## config.mk

```make
export PLATFORM = sky130hd
export DESIGN_NAME = bootsel_unit
export DESIGN_NICKNAME = d
export VERILOG_FILES = /design/src/rtl/bootsel_pkg.sv /design/src/rtl/bootsel_cfg.sv /design/src/rtl/bootsel_match.sv /design/src/rtl/bootsel_wait.sv /design/src/rtl/bootsel_unit.sv
export SDC_FILE = /design/constraint.sdc
export NUM_CORES = 1
export LEC_CHECK = 0
export BUFFER_PORTS_ARGS = -buffer_cell sky130_fd_sc_hd__clkbuf_2
export CAP_MARGIN = 20
export CORE_ASPECT_RATIO = 0.7
export CORE_UTILIZATION = 50
export CTS_CLUSTER_SIZE = 28
export DETAILED_ROUTE_END_ITERATION = 7
export GPL_TIMING_DRIVEN = 0
export PLACE_DENSITY = 0.75
export SYNTH_ARGS = -nofsm -noshare
export SYNTH_HDL_FRONTEND = slang
export SYNTH_SLANG_ARGS = --single-unit
```

## constraint.sdc

```tcl
create_clock -name clk -period 1.5 [get_ports clk]
set_input_delay 0 -clock clk [delete_from_list [all_inputs] [get_ports clk]]
set_output_delay 0 -clock clk [all_outputs]
set_load 0.01 [all_outputs]
```

## src/rtl/bootsel_pkg.sv

```systemverilog
package bootsel_pkg;

    localparam int WAIT_W = 4;

    typedef enum logic [1:0] {
        PSZ_32 = 2'b00,
        PSZ_16 = 2'b01,
        PSZ_8  = 2'b10
    } psz_e;

    typedef enum logic {
        REG_BASE = 1'b0,
        REG_OPT  = 1'b1
    } cfg_reg_e;

    function automatic psz_e decode_psz(input logic [1:0] d);
        case (d)
            2'b01:   return PSZ_16;
            2'b10:   return PSZ_8;
            default: return PSZ_32;
        endcase
    endfunction

    function automatic logic tag_hit(input logic [31:0] tag,
                                     input logic [31:0] base,
                                     input logic [31:0] mask);
        return (((tag ^ base) & ~mask) == 32'd0);
    endfunction

endpackage

```

## src/rtl/bootsel_cfg.sv

```systemverilog
module bootsel_cfg
    import bootsel_pkg::*;
#(
    parameter int ADDR_W      = 24,
    parameter int BLK_LSB     = 8,
    parameter int RESET_WAITS = 6,
    localparam int TAG_W      = ADDR_W - BLK_LSB
) (
    input  logic              clk,
    input  logic              rst,
    input  logic              cfg_we,
    input  logic              cfg_sel,
    input  logic [ADDR_W-1:0] cfg_wdata,
    input  logic [1:0]        boot_dhi,
    output logic [TAG_W-1:0]  base_q,
    output logic [TAG_W-1:0]  mask_q,
    output logic [WAIT_W-1:0] waits_q,
    output logic              valid_q,
    output logic              glob_q,
    output psz_e              psz_q
);

    logic unused_wbits;
    assign unused_wbits = ^cfg_wdata[BLK_LSB-1:WAIT_W];

    // Base and option registers, plus the one-way global-mode latch
    always_ff @(posedge clk) begin
        if (rst) begin
            base_q  <= '0;
            mask_q  <= '0;
            waits_q <= WAIT_W'(RESET_WAITS);
            valid_q <= 1'b0;
            glob_q  <= 1'b1;
        end else if (cfg_we) begin
            if (cfg_reg_e'(cfg_sel) == REG_BASE) begin
                base_q  <= cfg_wdata[ADDR_W-1:BLK_LSB];
                valid_q <= cfg_wdata[0];
                if (cfg_wdata[0]) begin
                    glob_q <= 1'b0;
                end
            end else begin
                mask_q  <= cfg_wdata[ADDR_W-1:BLK_LSB];
                waits_q <= cfg_wdata[WAIT_W-1:0];
            end
        end
    end

    // Port width follows the data lines only while reset is held
    always_ff @(posedge clk) begin
        if (rst) begin
            psz_q <= decode_psz(boot_dhi);
        end
    end

    // global decoding cannot come back without a reset
    p_global_sticky_r6: assert property (@(posedge clk) disable iff (rst)
        !glob_q |=> !glob_q);

    // port width frozen once reset has been released
    p_psz_hold_r3: assert property (@(posedge clk) disable iff (rst)
        !$past(rst) |-> $stable(psz_q));

    // wait count comes out of reset at its default
    p_wait_default_r2: assert property (@(posedge clk) disable iff (rst)
        $past(rst) |-> waits_q == WAIT_W'(RESET_WAITS));

endmodule

```

## src/rtl/bootsel_match.sv

```systemverilog
module bootsel_match
    import bootsel_pkg::*;
#(
    parameter int TAG_W = 16
) (
    input  logic [TAG_W-1:0] addr_tag,
    input  logic [TAG_W-1:0] base_q,
    input  logic [TAG_W-1:0] mask_q,
    input  logic             valid_q,
    input  logic             glob_q,
    output logic             hit
);

    logic range_hit;

    always_comb begin
        range_hit = valid_q && tag_hit(32'(addr_tag), 32'(base_q), 32'(mask_q));
        hit       = glob_q || range_hit;
    end

endmodule

```

## src/rtl/bootsel_wait.sv

```systemverilog
module bootsel_wait
    import bootsel_pkg::*;
(
    input  logic              clk,
    input  logic              rst,
    input  logic              active,
    input  logic [WAIT_W-1:0] waits_q,
    output logic              ack
);

    logic [WAIT_W-1:0] wcnt_q;
    logic              done_q;

    always_ff @(posedge clk) begin
        if (rst || !active) begin
            wcnt_q <= '0;
            done_q <= 1'b0;
        end else if (!done_q) begin
            if (wcnt_q == waits_q) begin
                done_q <= 1'b1;
            end else begin
                wcnt_q <= wcnt_q + 1'b1;
            end
        end
    end

    assign ack = active && !done_q && (wcnt_q == waits_q);

    // a single acknowledge for each access
    p_single_ack_r2: assert property (@(posedge clk) disable iff (rst)
        ack |=> !ack);

endmodule

```

## src/rtl/bootsel_unit.sv

```systemverilog
module bootsel_unit
    import bootsel_pkg::*;
#(
    parameter int ADDR_W      = 24,
    parameter int BLK_LSB     = 8,
    parameter int RESET_WAITS = 6
) (
    input  logic              clk,
    input  logic              rst,
    input  logic              bus_strobe,
    input  logic [ADDR_W-1:0] bus_addr,
    input  logic [1:0]        boot_dhi,
    input  logic              cfg_we,
    input  logic              cfg_sel,
    input  logic [ADDR_W-1:0] cfg_wdata,
    output logic              sel_n,
    output logic              xfer_ack,
    output logic [1:0]        port_size
);

    localparam int TAG_W = ADDR_W - BLK_LSB;

    logic [TAG_W-1:0]  base_q;
    logic [TAG_W-1:0]  mask_q;
    logic [WAIT_W-1:0] waits_q;
    logic              valid_q;
    logic              glob_q;
    psz_e              psz_q;
    logic              hit;
    logic              active;
    logic              unused_abits;

    assign unused_abits = ^bus_addr[BLK_LSB-1:0];

    bootsel_cfg #(
        .ADDR_W      (ADDR_W),
        .BLK_LSB     (BLK_LSB),
        .RESET_WAITS (RESET_WAITS)
    ) u_cfg (
        .clk       (clk),
        .rst       (rst),
        .cfg_we    (cfg_we),
        .cfg_sel   (cfg_sel),
        .cfg_wdata (cfg_wdata),
        .boot_dhi  (boot_dhi),
        .base_q    (base_q),
        .mask_q    (mask_q),
        .waits_q   (waits_q),
        .valid_q   (valid_q),
        .glob_q    (glob_q),
        .psz_q     (psz_q)
    );

    bootsel_match #(
        .TAG_W (TAG_W)
    ) u_match (
        .addr_tag (bus_addr[ADDR_W-1:BLK_LSB]),
        .base_q   (base_q),
        .mask_q   (mask_q),
        .valid_q  (valid_q),
        .glob_q   (glob_q),
        .hit      (hit)
    );

    assign active = bus_strobe && hit;

    bootsel_wait u_wait (
        .clk     (clk),
        .rst     (rst),
        .active  (active),
        .waits_q (waits_q),
        .ack     (xfer_ack)
    );

    assign sel_n     = !active;
    assign port_size = psz_q;

    // acknowledge only under an asserted select
    p_ack_in_sel_r7: assert property (@(posedge clk) disable iff (rst)
        xfer_ack |-> !sel_n);

    // with valid cleared after leaving global mode, nothing is selected
    p_dead_when_invalid_r6: assert property (@(posedge clk) disable iff (rst)
        (!glob_q && !valid_q) |-> sel_n);

    // idle bus never sees a select
    p_idle_no_sel_r1: assert property (@(posedge clk) disable iff (rst)
        !bus_strobe |-> sel_n);

endmodule

```

==> results.txt <==
The setup TNS after final layout came out at -0.6558 ns. The min-delay analysis places its worst path in the category in -> reg. The number of setup violations in the final report came out at 6. The count of flip-flops with a built-in enable after synthesis is 2.

The end of the critical path is xfer_ack. The least setup slack across all paths after layout came out at -0.2837 ns. The first detailed-routing pass ran for 6 iterations. The fraction of the yosys area taken by sequential cells came out at 49.20%. The placed instances occupy a cell area of 2165 um^2. The per-cell routed wire length came out at 14.06 um. The fraction of registers with async set/reset is 0%. The cell type with the highest aggregate area in the netlist is sky130_fd_sc_hd__dfxtp_1. Yosys instantiated no cell more often than sky130_fd_sc_hd__nand2_1. The number of antenna diodes came out at 0. The critical path is of the reg -> out type. The clock input transition at the sequential cells of the worst setup and hold paths came out at 0.09 ns. The number of I/O port buffers came out at 46. The worst hold path passes through 3 cells.

The relative slew slack is 61.27%. The floorplan die area came out at 3996 um^2. The worst reg-to-reg setup slack came out at -0.04 ns.

Clock latency on the worst-skew pair, taken at its later pin, is 0.30 ns. The flop and latch count out of synthesis came out at 45. The number of H-tree branching levels came out at 2. Clock skew on the completed layout was measured at 0.009056 ns. The width of the die came out at 75.13 um. Row generation in the floorplan step produced 18 rows. Setup repair after global routing could not meet its margin everywhere. The max-cap check violation count is 0. The total power consumption of the routed design came out at 0.002600 W. For this run the aggregate overflow at the end of global routing stands at 0. The startpoint kind of the worst setup timing path is a register. The hold violation total from the final report was 0. The number of warnings reported in the yosys synthesis log came out at 0.

The initial antenna violation count is 0. The number of library cell types mapped by synthesis is 23. Summing all flip-flop and latch instances after layout gives 927.1 um^2. Compared with the post-synthesis result, the final layout area differs by 41.31%. From bottom edge to top edge, the die measures 53.19 um. The clock share of power came out at 34.6%. The leakage power came out at 1.032 nW. The number of clock buffers added by TritonCTS is 5.

The final count of pins violating max slew is 0. The time the final worst path needs with I/O delays and setup came out at 1.784 ns. Ranked by instance count, the synthesized netlist is headed by sky130_fd_sc_hd__nand2_1, sky130_fd_sc_hd__dfxtp_1, sky130_fd_sc_hd__a21oi_1, sky130_fd_sc_hd__xnor2_1, sky130_fd_sc_hd__clkbuf_1. The number of global-route vias before repair came out at 1641. The final cell area excluding filler cells came out at 2645 um^2. The synthesized design devotes to its leading area cell type 45.99% of total area. Excluding fillers, the count of instances in the completed layout stands at 355. The post-detailed-routing wire length is 4990 um. At the worst endpoint, the required time is 1.50 ns. The internal power contribution is 0.001953 W. The synthesized instance count is 225. The start point of the critical path is u_cfg.base_q[15]. The synthesized area per cell came out at 8.319 um^2.

CTS placed an instance of sky130_fd_sc_hd__clkbuf_8 at the clock tree root. The worst-case clock buffer depth is 2. For this design, the sink count on the clock tree is 45. The flow ran to the end, but the final reports show violations. The starting utilization of the core area came out at 52.60%.

The count of nets left with antenna violations once routing finished came out at 0. The first-pass GRT wire length is 7389 um. The via count came out at 1834.

The length in cells of the worst reg-to-reg path is 5. In this run the critical register-to-register path is captured at u_wait.wcnt_q[3]. The total track usage came out at 25.83%.

The final core utilization came out at 74.33%. The share of power burned in registers came out at 50.0%. The switching power total came out at 0.0006473 W. The areal power density over the cells came out at 982.9 nW/um^2. After detailed routing, the number of vias per cell comes to 5.166. The maximum number of pins on one net before global-route repair came out at 15. The post-synth net total came out at 281. The synthesized area is 1872 um^2. The count of nets after finishing is 360.

Ranked by total cell area, the synthesized netlist is headed by sky130_fd_sc_hd__dfxtp_1, sky130_fd_sc_hd__nand2_1, sky130_fd_sc_hd__xnor2_1. After detailed placement, the design holds a cell count of 321. Derived from the worst setup path, the maximum achievable clock frequency is 560.6 MHz. The arrival time of data at the critical path endpoint is 1.78 ns. The worst vdd rail ir drop came out at 915.5 uV. The endpoint class of the critical path is an output port. The commonest register cell after synthesis is sky130_fd_sc_hd__dfxtp_1. The largest fanout on the critical path came out at 4. In the final layout, the multi-input gates occupy 1010 um^2.

The final reports fail on negative setup slack. The number of DRC violations after detailed routing is 0. Counting the fill cells in the layout gives 266. The post-route netlist has 25.90% of its cells at a drive strength greater than 1. The standard cell core area is 3558 um^2. Routability-driven placement finished with a final weighted congestion of 0.8665. Dividing the final minimum period by the clock period gives 118.9%.

The half-perimeter wire length after detailed placement is 3106 um. The detailed router finished its first iteration with 128 violations. The logic gate share of total power came out at 15.4%. The number of top-level pins came out at 59. TritonCTS built the clock tree. For the pin with the worst max-slew slack, the measured transition is 0.5809 ns.

In this run the critical register-to-register path is launched from u_wait.wcnt_q[0]. The switching part of the total power is 24.90%.
## logic make-up (layout without fill, tap and decap cells)
logic type | after synthesis | count (layout) | synth area share (%)
multiplexers | 1 | 1 | 0.5348
flip-flops | 45 | 45 | 49.20
buffers and inverters | 12 | 92 | 2.406
XOR/XNOR | 23 | 23 | 10.76
AND/OR/NAND/NOR | 97 | 97 | 22.53
AO/OA/AOI/OAI | 46 | 46 | 13.90
adder cells (fa/ha/maj) | 1 | 1 | 0.6683
## through the flow
stage / hold slack [ns] / setup slack, ns
after floorplan: 0.07441 / 0.1228
after global placement: 0.2216 / -0.09062
after detailed placement: 0.2191 / -0.08964
after CTS: 0.1513 / -0.2719
after global routing: 0.2320 / -0.3540
final: 0.2320 / -0.2837
## critical path: stages, from the launching register on
cell	delay, ns
sky130_fd_sc_hd__dfxtp_2	0.35
sky130_fd_sc_hd__xnor2_2	0.14
sky130_fd_sc_hd__o22ai_2	0.11
sky130_fd_sc_hd__nor4_4	0.34
sky130_fd_sc_hd__a31oi_4	0.15
sky130_fd_sc_hd__nor4b_2	0.22
sky130_fd_sc_hd__clkbuf_2	0.17
## cell usage in the layout, fill, tap and decap left out, drive strengths merged, types with 2 or more instances in the layout
| cell | instances |
|---|---|
| nand2 | 76 |
| dfxtp | 43 |
| dlygate4sd3 | 23 |
| edfxtp | 2 |
| nand2b | 3 |
| xnor2 | 21 |
| a21oi | 35 |
| xor2 | 2 |
| clkbuf | 64 |
| nand3b | 2 |
| nor2b | 3 |
| o22ai | 7 |
| nor3 | 6 |
| nand4 | 2 |
| buf | 3 |
| nor2 | 2 |
## sequential cells by signal, indices dropped and copies added (netlist names)
register       flops
u_cfg.base_q      16
u_cfg.glob_q       1
u_cfg.mask_q      16
u_cfg.psz_q        2
u_cfg.valid_q      1
u_cfg.waits_q      4
u_wait.done_q      1
u_wait.wcnt_q      4
## power groups by stage
stage | clock network, W | registers [W] | logic, W
finish | 0.000900 | 0.00130 | 0.000400
global route | 0.000954 | 0.00130 | 0.000433
CTS | 0.000901 | 0.00129 | 0.000378
detailed placement | 0 | 0.00132 | 0.000299
global placement | 0 | 0.00132 | 0.000294
floorplan | 0 | 0.00132 | 0.000177
## worst min-delay path by stage
stage | endpoint | startpoint
CTS | u_wait.wcnt_q[0] | bus_strobe
detailed placement | u_cfg.waits_q[1] | cfg_wdata[1]
global route | u_wait.wcnt_q[0] | bus_strobe
finish | u_wait.wcnt_q[0] | bus_strobe
floorplan | sel_n | bus_strobe
global placement | u_cfg.waits_q[2] | cfg_wdata[2]
## cell type report
class / count / share of cell area [%]
Sequential cell: 45 / 35.05
Clock inverter: 2 / 1.325
Timing Repair Buffer: 72 / 18.54
Clock buffer: 6 / 2.744
Tap cell: 50 / 2.365
Buffer: 12 / 1.798
Multi-Input combinational cell: 168 / 38.17
## metal layers
metal  track usage [%]  share of wire, %  up-vias  wire length (um)
li1                  -                 -      904                 -
met1             34.63                45      845              2236
met2             39.19                47       75              2325
met3             8.571               6.9       10               344
met4             8.333               1.7        0                83
met5                 0                 0        -                 0
## what timing repair did
action                                 in CTS  in global routing
pin swaps                                  12                  2
endpoints found under the hold margin      41                  0
buffers inserted                            2                  1
hold buffers                               23                  0
gates resized for setup                    17                 11
setup endpoints to repair                   3                 27
Power figures use the tool's default switching activity.
